**config.mk**
```make
export PLATFORM = sky130hd
export DESIGN_NAME = rtc_irq_combiner
export DESIGN_NICKNAME = d
export VERILOG_FILES = /design/src/rtl/rtc_irq_pkg.sv /design/src/rtl/irq_edge_flag.sv /design/src/rtl/irq_level_sync.sv /design/src/rtl/irq_regfile.sv /design/src/rtl/rtc_irq_combiner.sv
export SDC_FILE = /design/constraint.sdc
export NUM_CORES = 1
export LEC_CHECK = 0
export CAP_MARGIN = 20
export CORE_UTILIZATION = 38
export DETAILED_ROUTE_END_ITERATION = 6
export PLACE_DENSITY = 0.73
export SLEW_MARGIN = 20
export SYNTH_ARGS = -nofsm -noshare
export SYNTH_HDL_FRONTEND = slang
export SYNTH_HIERARCHICAL = 1
export SYNTH_SLANG_ARGS = --single-unit
```
**constraint.sdc**
```tcl
create_clock -name clk -period 1.1 [get_ports clk]
set_clock_uncertainty 0.1 [all_clocks]
set_input_delay 0.22 -clock clk [delete_from_list [all_inputs] [get_ports clk]]
set_output_delay 0.22 -clock clk [all_outputs]
set_load 0.005 [all_outputs]
```
**src/rtl/rtc_irq_pkg.sv**
```systemverilog
package rtc_irq_pkg;

    localparam int REG_AW = 2;
    localparam int REG_DW = 8;

    localparam logic [REG_AW-1:0] ADDR_CTRL_A = 2'd0;
    localparam logic [REG_AW-1:0] ADDR_CTRL_B = 2'd1;
    localparam logic [REG_AW-1:0] ADDR_WDOG   = 2'd2;

    // bit positions shared by all registers
    localparam int BIT_EN0   = 0;
    localparam int BIT_EN1   = 1;
    localparam int BIT_FLAG0 = 4;
    localparam int BIT_FLAG1 = 5;

    typedef enum logic [2:0] {
        SRC_ALARM  = 3'd0,
        SRC_TS     = 3'd1,
        SRC_SWO    = 3'd2,
        SRC_BATLOW = 3'd3,
        SRC_WDOG   = 3'd4
    } irq_src_e;

    typedef struct packed {
        logic alarm;
        logic ts;
        logic swo;
        logic batlow;
        logic wdog;
    } irq_vec_t;

    function automatic logic any_pending(input irq_vec_t flags, input irq_vec_t en);
        irq_vec_t both;
        both = flags & en;
        return |both;
    endfunction

endpackage

```
**src/rtl/irq_edge_flag.sv**
```systemverilog
module irq_edge_flag (
    input  logic clk,
    input  logic rst,
    input  logic evt,
    input  logic clr,
    output logic flag
);
    logic evt_prev;
    logic rise;

    // the previous value is tracked through reset so no spurious edge appears
    always_ff @(posedge clk) begin
        evt_prev <= evt;
    end

    assign rise = evt & ~evt_prev;

    always_ff @(posedge clk) begin
        if (rst) begin
            flag <= 1'b0;
        end else if (rise) begin
            flag <= 1'b1;
        end else if (clr) begin
            flag <= 1'b0;
        end
    end
endmodule

```
**src/rtl/irq_level_sync.sv**
```systemverilog
module irq_level_sync #(
    parameter int STAGES = 2
) (
    input  logic clk,
    input  logic rst,
    input  logic din,
    output logic dout
);
    logic [STAGES-1:0] chain;

    always_ff @(posedge clk) begin
        if (rst) begin
            chain <= '0;
        end else begin
            chain <= {chain[STAGES-2:0], din};
        end
    end

    assign dout = chain[STAGES-1];
endmodule

```
**src/rtl/irq_regfile.sv**
```systemverilog
module irq_regfile
    import rtc_irq_pkg::*;
#(
    parameter int NUM_TS = 2
) (
    input  logic              clk,
    input  logic              rst,
    input  logic              reg_wr,
    input  logic [REG_AW-1:0] reg_addr,
    input  logic [REG_DW-1:0] reg_wdata,
    output logic [REG_DW-1:0] reg_rdata,
    input  logic              alarm_flag,
    input  logic [NUM_TS-1:0] ts_flag,
    input  logic              swo_flag,
    input  logic              batlow_flag,
    input  logic              wdog_flag,
    output irq_vec_t          en,
    output logic              alarm_clr,
    output logic [NUM_TS-1:0] ts_clr,
    output logic              swo_clr
);
    localparam int TS_BASE = BIT_FLAG0 + 1;

    logic wr_a;
    logic wr_b;
    logic wr_w;

    assign wr_a = reg_wr && (reg_addr == ADDR_CTRL_A);
    assign wr_b = reg_wr && (reg_addr == ADDR_CTRL_B);
    assign wr_w = reg_wr && (reg_addr == ADDR_WDOG);

    always_ff @(posedge clk) begin
        if (rst) begin
            en <= '0;
        end else begin
            if (wr_a) begin
                en.alarm <= reg_wdata[BIT_EN0];
                en.ts    <= reg_wdata[BIT_EN1];
            end
            if (wr_b) begin
                en.swo    <= reg_wdata[BIT_EN0];
                en.batlow <= reg_wdata[BIT_EN1];
            end
            if (wr_w) begin
                en.wdog <= reg_wdata[BIT_EN0];
            end
        end
    end

    // clearing is by writing 0 to a flag bit
    assign alarm_clr = wr_a && !reg_wdata[BIT_FLAG0];
    assign swo_clr   = wr_b && !reg_wdata[BIT_FLAG0];

    for (genvar i = 0; i < NUM_TS; i++) begin : g_ts_clr
        assign ts_clr[i] = wr_a && !reg_wdata[TS_BASE+i];
    end

    always_comb begin
        reg_rdata = '0;
        case (reg_addr)
            ADDR_CTRL_A: begin
                reg_rdata[BIT_EN0]   = en.alarm;
                reg_rdata[BIT_EN1]   = en.ts;
                reg_rdata[BIT_FLAG0] = alarm_flag;
                for (int i = 0; i < NUM_TS; i++) begin
                    reg_rdata[TS_BASE+i] = ts_flag[i];
                end
            end
            ADDR_CTRL_B: begin
                reg_rdata[BIT_EN0]   = en.swo;
                reg_rdata[BIT_EN1]   = en.batlow;
                reg_rdata[BIT_FLAG0] = swo_flag;
                reg_rdata[BIT_FLAG1] = batlow_flag;
            end
            ADDR_WDOG: begin
                reg_rdata[BIT_EN0]   = en.wdog;
                reg_rdata[BIT_FLAG0] = wdog_flag;
            end
            default: reg_rdata = '0;
        endcase
    end
endmodule

```
**src/rtl/rtc_irq_combiner.sv**
```systemverilog
module rtc_irq_combiner
    import rtc_irq_pkg::*;
#(
    parameter int NUM_TS      = 2,
    parameter int SYNC_STAGES = 2
) (
    input  logic              clk,
    input  logic              rst,
    input  logic              reg_wr,
    input  logic [1:0]        reg_addr,
    input  logic [7:0]        reg_wdata,
    output logic [7:0]        reg_rdata,
    input  logic              alarm_evt,
    input  logic [NUM_TS-1:0] ts_evt,
    input  logic              swo_evt,
    input  logic              batlow_cond,
    input  logic              wdog_evt,
    input  logic              wdog_service,
    output logic              irq_n
);
    logic              alarm_flag;
    logic [NUM_TS-1:0] ts_flag;
    logic              swo_flag;
    logic              batlow_flag;
    logic              wdog_flag;
    logic              alarm_clr;
    logic [NUM_TS-1:0] ts_clr;
    logic              swo_clr;
    irq_vec_t          en;
    irq_vec_t          flags;
    logic              any_active;
    logic              irq_n_q;

    irq_regfile #(.NUM_TS(NUM_TS)) i_regs (
        .clk         (clk),
        .rst         (rst),
        .reg_wr      (reg_wr),
        .reg_addr    (reg_addr),
        .reg_wdata   (reg_wdata),
        .reg_rdata   (reg_rdata),
        .alarm_flag  (alarm_flag),
        .ts_flag     (ts_flag),
        .swo_flag    (swo_flag),
        .batlow_flag (batlow_flag),
        .wdog_flag   (wdog_flag),
        .en          (en),
        .alarm_clr   (alarm_clr),
        .ts_clr      (ts_clr),
        .swo_clr     (swo_clr)
    );

    irq_edge_flag i_alarm (
        .clk (clk), .rst (rst), .evt (alarm_evt), .clr (alarm_clr), .flag (alarm_flag)
    );

    for (genvar i = 0; i < NUM_TS; i++) begin : g_ts
        irq_edge_flag i_ts (
            .clk (clk), .rst (rst), .evt (ts_evt[i]), .clr (ts_clr[i]), .flag (ts_flag[i])
        );
    end

    irq_edge_flag i_swo (
        .clk (clk), .rst (rst), .evt (swo_evt), .clr (swo_clr), .flag (swo_flag)
    );

    irq_edge_flag i_wdog (
        .clk (clk), .rst (rst), .evt (wdog_evt), .clr (wdog_service), .flag (wdog_flag)
    );

    irq_level_sync #(.STAGES(SYNC_STAGES)) i_batlow (
        .clk (clk), .rst (rst), .din (batlow_cond), .dout (batlow_flag)
    );

    always_comb begin
        flags        = '0;
        flags.alarm  = alarm_flag;
        flags.ts     = |ts_flag;
        flags.swo    = swo_flag;
        flags.batlow = batlow_flag;
        flags.wdog   = wdog_flag;
    end

    assign any_active = any_pending(flags, en);

    always_ff @(posedge clk) begin
        if (rst) begin
            irq_n_q <= 1'b1;
        end else begin
            irq_n_q <= ~any_active;
        end
    end

    assign irq_n = irq_n_q;
endmodule

```
# ---- After elaboration in Yosys (flattened, before gate mapping)
# Index checks and enable logic that the tools add are counted.
# Widths: inputs -> output; s select.
dict set report classes {
  n_eq_ne 2
  mux 15
  bitwise_logic 12
  reduce_logical 18
}
# operator n
set op_table {}
lappend op_table {{$mux 1} 11}
lappend op_table {{$reduce_bool 2->1} 5}
lappend op_table {{$logic_and 1x1->1} 7}
lappend op_table {{$not 1->1} 6}
lappend op_table {{$pmux 1 s3} 2}
lappend op_table {{$and 1x1->1} 5}
lappend op_table {{$and 5x5->5} 1}
lappend op_table {{$reduce_or 5->1} 1}
lappend op_table {{$pmux 1 s2} 2}
lappend op_table {{$logic_not 1->1} 3}
lappend op_table {{$eq 2x1->1 const B} 1}
lappend op_table {{$eq 2x2->1 const B} 1}
lappend op_table {{$logic_not 2->1} 1}
lappend op_table {{$reduce_or 2->1} 1}
dict set report totals {
  reg_bits 18
  inputBits 20
}

# ---- Longest topological paths before layout
# Gate-level depths: netlist of the first run.
dict set report depth {
  word_depth 5
  depth_mapped 5
  mapped_depth_nobuf 4
}

# ---- By module
# Netlist of the first run, hierarchy kept.
# module instances cells_per_inst area_per_inst_um2 seq_area_each_um2
set modules_own_cells {}
lappend modules_own_cells {irq_regfile 1 41 369.1 100.1}
lappend modules_own_cells {irq_edge_flag 5 5 61.3 40.0}
lappend modules_own_cells {irq_level_sync 1 4 52.6 40.0}
lappend modules_own_cells {rtc_irq_combiner 1 5 48.8 20.0}

# ---- Worst setup path before layout of the first run
# No wires, ideal clock.
dict set report synth_timing {
  kind {input-to-reg}
  from {input port reg_addr[1]}
  to {register g_ts[1].i_ts.flag}
  setup_time_ns 0.114
  arrival_ns 0.931
  required_time_ns 0.886
  slack_ns -0.045
  stages 5
  path_cell_list {or3b_1 -> buf_2 -> nor2_1 -> nand2b_1 -> a21oi_2}
}
dict set report synth_between {
  elab_chain_cells 4
}
# element line_no
set synth_lines {}
lappend synth_lines {{from (decl)} rtc_irq_combiner.sv:10} ;# input logic [1:0] reg_addr,
lappend synth_lines {{$logic_not 2->1} irq_regfile.sv:28} ;# assign wr_a = reg_wr && (reg_addr == ADDR_CTRL_A);
lappend synth_lines {{$logic_and 1x1->1} irq_regfile.sv:28}
lappend synth_lines {{$logic_and 1x1->1} irq_regfile.sv:55} ;# assign ts_clr[i] = wr_a && !reg_wdata[TS_BASE+i];
lappend synth_lines {{named net ts_clr[1]} rtc_irq_combiner.sv:27} ;# logic [NUM_TS-1:0] ts_clr;
lappend synth_lines {{$reduce_bool 2->1 (no source line)} n/a}
lappend synth_lines {{to (signal assigned)} irq_edge_flag.sv:20} ;# flag <= 1'b0;
lappend synth_lines {{to (signal assigned)} irq_edge_flag.sv:22} ;# flag <= 1'b1;
lappend synth_lines {{to (signal assigned)} irq_edge_flag.sv:24} ;# flag <= 1'b0;
lappend synth_lines {{to (decl)} irq_edge_flag.sv:6} ;# output logic flag
# The timed path passes the listed nets, and every way through them passes these cells.
# A chain may end at the register's enable or synchronous reset.

# ---- Final worst setup path of the first run
dict set report layout_timing {
  from {register, netlist name i_regs/en[2]}
  to {output port reg_rdata[0]}
}
dict set report layout_between {
  elab_chain_cells 1
}
# element line_no
set layout_lines {}
lappend layout_lines {{$pmux 1 s3} irq_regfile.sv:60} ;# case (reg_addr)
lappend layout_lines {{to (decl)} rtc_irq_combiner.sv:12} ;# output logic [7:0] reg_rdata,
# No other way between the ends.

==> results of run 1 <==
## path summary, 6_finish.rpt
check	startpoint	end	slack, ps	cells after the start
worst max-delay path	i_regs/en[2]	reg_rdata[0]	-210	3
worst min-delay path	swo_evt	i_swo/evt_prev	290	1
worst max register to register	g_ts[0].i_ts/flag	irq_n	70	4
worst min register to register	i_batlow/chain[0]	i_batlow/chain[1]	380	1
## final cells by class
| cell class | count | area [µm²] | share of cell area (%) |
|---|---|---|---|
| Sequential cell | 18 | 372 | 30.6 |
| Timing Repair Buffer | 44 | 359 | 29.6 |
| Tap cell | 25 | 31.3 | 2.57 |
| Clock buffer | 4 | 36.3 | 2.99 |
| Multi-Input combinational cell | 53 | 417 | 34.3 |
## registers in the layout, indices dropped and copies added, names as in the netlist
signal              cells
g_ts.i_ts/evt_prev      2
g_ts.i_ts/flag          2
i_alarm/evt_prev        1
i_alarm/flag            1
i_batlow/chain          2
i_regs/en               5
i_swo/evt_prev          1
i_swo/flag              1
i_wdog/evt_prev         1
i_wdog/flag             1
irq_n                   1
## cell usage after synthesis
cell type  instances  area (µm²)
buf_2              3        15.0
a21oi_2            5        43.8
nand3b_1           1        7.51
nand2b_1          17         106
nor2b_1            3        18.8
o21ai_0            1        5.00
a22oi_1            2        15.0
o2bb2ai_1          2        17.5
dfxtp_1           18         360
a31o_1             1        8.76
buf_4              3        22.5
mux2i_1            9        90.1
or3b_1             1        8.76
and3b_2            1        10.0
conb_1             1        3.75
nor4b_1            1        8.76
nor2_1             4        15.0
nor3b_1            1        7.51
and4bb_2           1        12.5
## layer usage
layer / vias up / track usage, % / routed length (µm)
li1: 339 / - / -
met3: 0 / 2.31 / 50
met2: 16 / 33.2 / 898
met1: 296 / 24.7 / 817
met5: - / 0 / 0
met4: 0 / 6.86 / 0
## critical path, stage by stage (launching register included)
cell,delay (ps)
dfxtp_2,340
mux2i_2,160
o2bb2ai_1,70
buf_2,120
## metrics by stage
| step | util (%) | setup WS (ps) |
|---|---|---|
| 3_5_place_dp | 62.3 | -881 |
| 2_1_floorplan | - | -44.6 |
| 5_1_grt | 66.7 | -251 |
| 4_1_cts | 66.4 | -230 |
| 3_3_place_gp | 62.3 | -805 |
| 6_report | 66.7 | -212 |
## kinds of logic (layout without fill, tap and decap cells)
logic type / after synthesis / count (layout) / share of synthesized area [%]
AO/OA/AOI/OAI: 11 / 11 / 11.6
buffers and inverters: 6 / 48 / 4.83
flip-flops: 18 / 18 / 46.4
multiplexers: 9 / 9 / 11.6
other: 1 / 3 / 0.483
AND/OR/NAND/NOR: 30 / 30 / 25.1
## power by group
| part | total (mW) | internal (mW) | switching, mW |
|---|---|---|---|
| Sequential | 0.702 | 0.687 | 0.0144 |
| Combinational | 0.243 | 0.154 | 0.0892 |
| Clock | 0.416 | 0.202 | 0.214 |
## what timing repair did
| action | CTS | global route |
|---|---|---|
| pin swaps | 6 | 4 |
| gates resized for setup | 52 | 4 |
| setup buffers | 3 | 0 |
| cloned | 1 | 0 |
| endpoints found under the setup margin | 14 | 7 |
==> metrics.yaml, run 1 <==
floorplan:
  core_um2: 1820
  io_pins: 29
  initial_core_util_pct: 42.7
  fp.dieW_um: 47.2
  dieArea_um2: 2230
  die_h_um: 47.2
  rows: 15
outcome:
  outcome: "complete, but fails checks"
  violations: "negative setup slack"
flow_run:
  max_cap_viol_count: 0
drt:
  route.detailed.drc: 0
  firstDrtPassIters: 4
  routedWlPerCell_um: 12.3
  vias_per_cell: 4.52
  antenna_left: 0
  dr_total_vias: 651
  wl_um: 1770
  first_iter_violations: 12
clocking:
  cts_tree: "built"
  cts.path.max_buffers: 2
  numCtsBuffers: 3
  clkSinkCount: 18
  ctsHoldBuffers: 0
  clock_latency_ps: 290
  htree_levels: 1
  cts_root_buf: "clkbuf_4"
  path_clk_slew_ps: 110
power:
  total_power_mw: 1.36
  peakVddDrop_uv: 879
  power_density_nw_per_um2: 1120
  power.leakage_nw: 0.529
finish:
  layout_common_cells: "buf_4 (18), nand2b_1 (16), clkdlybuf4s50_1 (13)"
  area_growth_pct: 56.4
  fin_nets: 140
  final_cells: 144
  finish.instance_area_um2: 1210
  final_common_cell: "buf_4"
  antenna_cells: 0
  fillers: 155
  drive_gt1_share_pct: 47.1
placed_design:
  gp_congestion: 0.724
  placed_area_um2: 1130
  dpl.hpwl_um: 1230
  dpl.cell_count: 136
  portBuffers: 22
sta:
  rsz0062_at_grt: "yes"
  min_period_ps: 1310
  tns_ps: -829
  setup_viol: 5
  fmax_mhz: 762
  hold_slack_ps: 288
  drv_slew: 0
  setup_slack_ps: -212
  hold_violations: 0
  timing.final.crit_share_pct: 119
synth:
  ys_seq_area_share_pct: 46.4
  syn_inst: 75
  netlist_area_um2: 777
  ys_seq_elements: 18
  synth.distinct_cells: 19
  syn_area_per_cell_um2: 10.4
  yosys_warnings: 6
global_routing:
  grt_max_degree: 14
  grt-ovfl-total: 0
  antenna_found_initial: 0
  grt_pass1_vias: 670
  grt_pass1_wl_um: 2960
  grt_usage_pct: 19.3
setup_path:
  crit_type: "reg -> out"
  cp_max_fo: 2
  required_ps: 780
  crit_arrival_ps: 990
  worst_setup_path_end_kind: "output pin"
  worst_setup_path_start_kind: "flip-flop"
min_path:
  hp-class: "in -> reg"
Power figures use the tool's default switching activity.
==> inputs of run 2 (changes only) <==
--- a/config.mk
+++ b/config.mk
@@ -8,6 +8,7 @@
 export CAP_MARGIN = 20
 export CORE_UTILIZATION = 38
 export DETAILED_ROUTE_END_ITERATION = 6
+export GPL_TIMING_DRIVEN = 0
 export PLACE_DENSITY = 0.73
 export SLEW_MARGIN = 20
 export SYNTH_ARGS = -nofsm -noshare
==> run 2 against run 1 <==
Effect of this change:
- the run still ends with negative setup slack left
- sequential share of layout area increased by 1.0 points
- sequential power hardly changed
- cell area decreased by 3.3%
- global-route usage fell by 0.46 points
- combinational power is 7% lower
- first-iteration DRC count is 42% lower
- die area stayed put
- critical path depth unchanged
- largest cell class unchanged
- largest power group unchanged
==> metrics.yaml, run 2 (synthesis results as in run 1) <==
outcome:
  outcome: "complete, but fails checks"
  violations: "negative setup slack"
drt:
  routedWlPerCell_um: 12.0
  route.detailed.drc: 0
  wl_um: 1680
  firstDrtPassIters: 4
  vias_per_cell: 4.64
  dr_total_vias: 649
  antenna_left: 0
  first_iter_violations: 7
sta:
  setup_viol: 5
  drv_slew: 0
  timing.final.crit_share_pct: 117
  tns_ps: -780
  hold_violations: 0
  min_period_ps: 1290
  fmax_mhz: 777
  setup_slack_ps: -187
  rsz0062_at_grt: "yes"
setup_path:
  cp_slowest_stage_delay_ps: 350
  critical_path.top_delay_family: "flip-flops"
  rr_endpoint: "irq_n"
  required_ps: 780
  critPathSlowestCell: "dfxtp_2"
  ff2ff_path_depth: 3
  timing.rr.start: "g_ts[0].i_ts/flag"
  path_cells: "mux2i_2 > o2bb2ai_2 > buf_2"
  worst_setup_path_end_kind: "output pin"
  worst_setup_path_start_kind: "flip-flop"
  crit_type: "reg -> out"
  r2r_setup_slack_ps: 170
  crit_cells: 3
  cp_max_fo: 3
  critical_path_buf_inv_count: 1
  crit_arrival_ps: 970
  crit_start: "i_swo/flag"
  endpoint: "reg_rdata[4]"
power:
  p_sw_share_pct: 23.2
  p_comb_share_pct: 18.2
  total_power_mw: 1.24
  clkPwrFrac_pct: 25.1
  seq_power_share_pct: 56.7
  power_density_nw_per_um2: 1060
  peakVddDrop_uv: 867
  switchingPower_uw: 289
  p_int_uw: 956
  power.leakage_nw: 0.517
min_path:
  hp-class: "in -> reg"
floorplan:
  fp.dieW_um: 47.2
  die_h_um: 47.2
  io_pins: 29
  core_um2: 1820
  dieArea_um2: 2230
  rows: 15
  initial_core_util_pct: 42.7
global_routing:
  grt_usage_pct: 18.8
  grt_most_used_layer: "met2"
  grtUsageMet2_pct: 30.7
  grt_pass1_vias: 689
  antenna_found_initial: 0
  grtUsageMet1_pct: 22.7
  grt_max_degree: 16
  gr-usage-met3_pct: 4.23
  grt_pass1_wl_um: 2920
  grt-ovfl-total: 0
clocking:
  htree_levels: 1
  clkSinkCount: 18
  clock_latency_ps: 280
  ctsHoldBuffers: 0
  path_clk_slew_ps: 90
  cts_root_buf: "clkbuf_4"
  cts_tree: "built"
  cts.path.max_buffers: 2
  numCtsBuffers: 3
placed_design:
  placed_area_um2: 1040
  portBuffers: 22
  dpl.hpwl_um: 1010
  dp_slack_ps: -964
  gp_congestion: 0.692
finish:
  antenna_cells: 0
  drive_gt1_share_pct: 47.8
  largest_reg_flops: 5
  finish.instance_area_um2: 1170
  fin_nets: 137
  layout_common_cells: "nand2b_1 (17), buf_4 (17), clkdlybuf4s50_1 (11)"
  area_growth_pct: 51.2
  largest-register: "i_regs/en"
flow_run:
  max_cap_viol_count: 0
==> run 2: cell count changes in the layout (fill, tap and decap cells not counted), sizes merged <==
cell	change
clkbuf	+2
dlymetal6s2s	+1
buf	-4
clkdlybuf4s50	-2
dlygate4sd2	-1
==> run 2: cell type report <==
type,instances,area (µm²)
Clock buffer,3,22.5
Buffer,4,33.8
Fill cell,146,646
Tap cell,25,31.3
Timing Repair Buffer,37,289
Sequential cell,18,372
Multi-Input combinational cell,53,427
==> run 2: layer usage <==
metal / vias to the layer above / share of wire [%]
met1: 295 / 46
li1: 332 / -
met4: 0 / 1.1
met2: 20 / 49
met5: - / 0
met3: 2 / 4.0
==> run 2: power groups by stage <==
| stage | Clock [mW] | Sequential (mW) | Combinational [mW] |
|---|---|---|---|
| after global routing | 0.352 | 0.710 | 0.248 |
| final | 0.312 | 0.705 | 0.227 |
| after CTS | 0.320 | 0.703 | 0.224 |
| after detailed placement | 0 | 0.717 | 0.182 |
| after global placement | 0 | 0.716 | 0.179 |
| after floorplan | 0 | 0.711 | 0.0886 |
==> run 2: per-stage QoR <==
step / hold slack (ps) / instances / utilization, %
3_5_place_dp: 334 / 124 / 56.9
5_1_grt: 180 / 140 / 64.5
2_1_floorplan: 148 / 77 / -
4_1_cts: 263 / 140 / 64.7
3_3_place_gp: 320 / 124 / 56.9
6_report: 169 / 140 / 64.5
==> run 2: worst min-delay path by stage <==
stage	startpoint	to	slack, ps	cells after the start
floorplan	ts_evt[0]	g_ts[0].i_ts/evt_prev	150	0
global placement	i_batlow/chain[0]	i_batlow/chain[1]	320	1
detailed placement	i_batlow/chain[0]	i_batlow/chain[1]	330	1
CTS	reg_addr[0]	i_regs/en[4]	260	4
global route	reg_wr	i_regs/en[0]	180	3
finish	reg_wr	i_regs/en[0]	170	3
==> run 2: repair_timing <==
action                                  4_1_cts  5_1_grt
pin swaps                                     3        1
endpoints found under the setup margin       17       12
setup buffers                                14        1
cloned                                        0        0
resized for setup                            52        9
==> run 2: worst min-delay path: stages <==
cell and delay, ps:
clkbuf_2 120, nand3b_1 100, mux2i_1 70
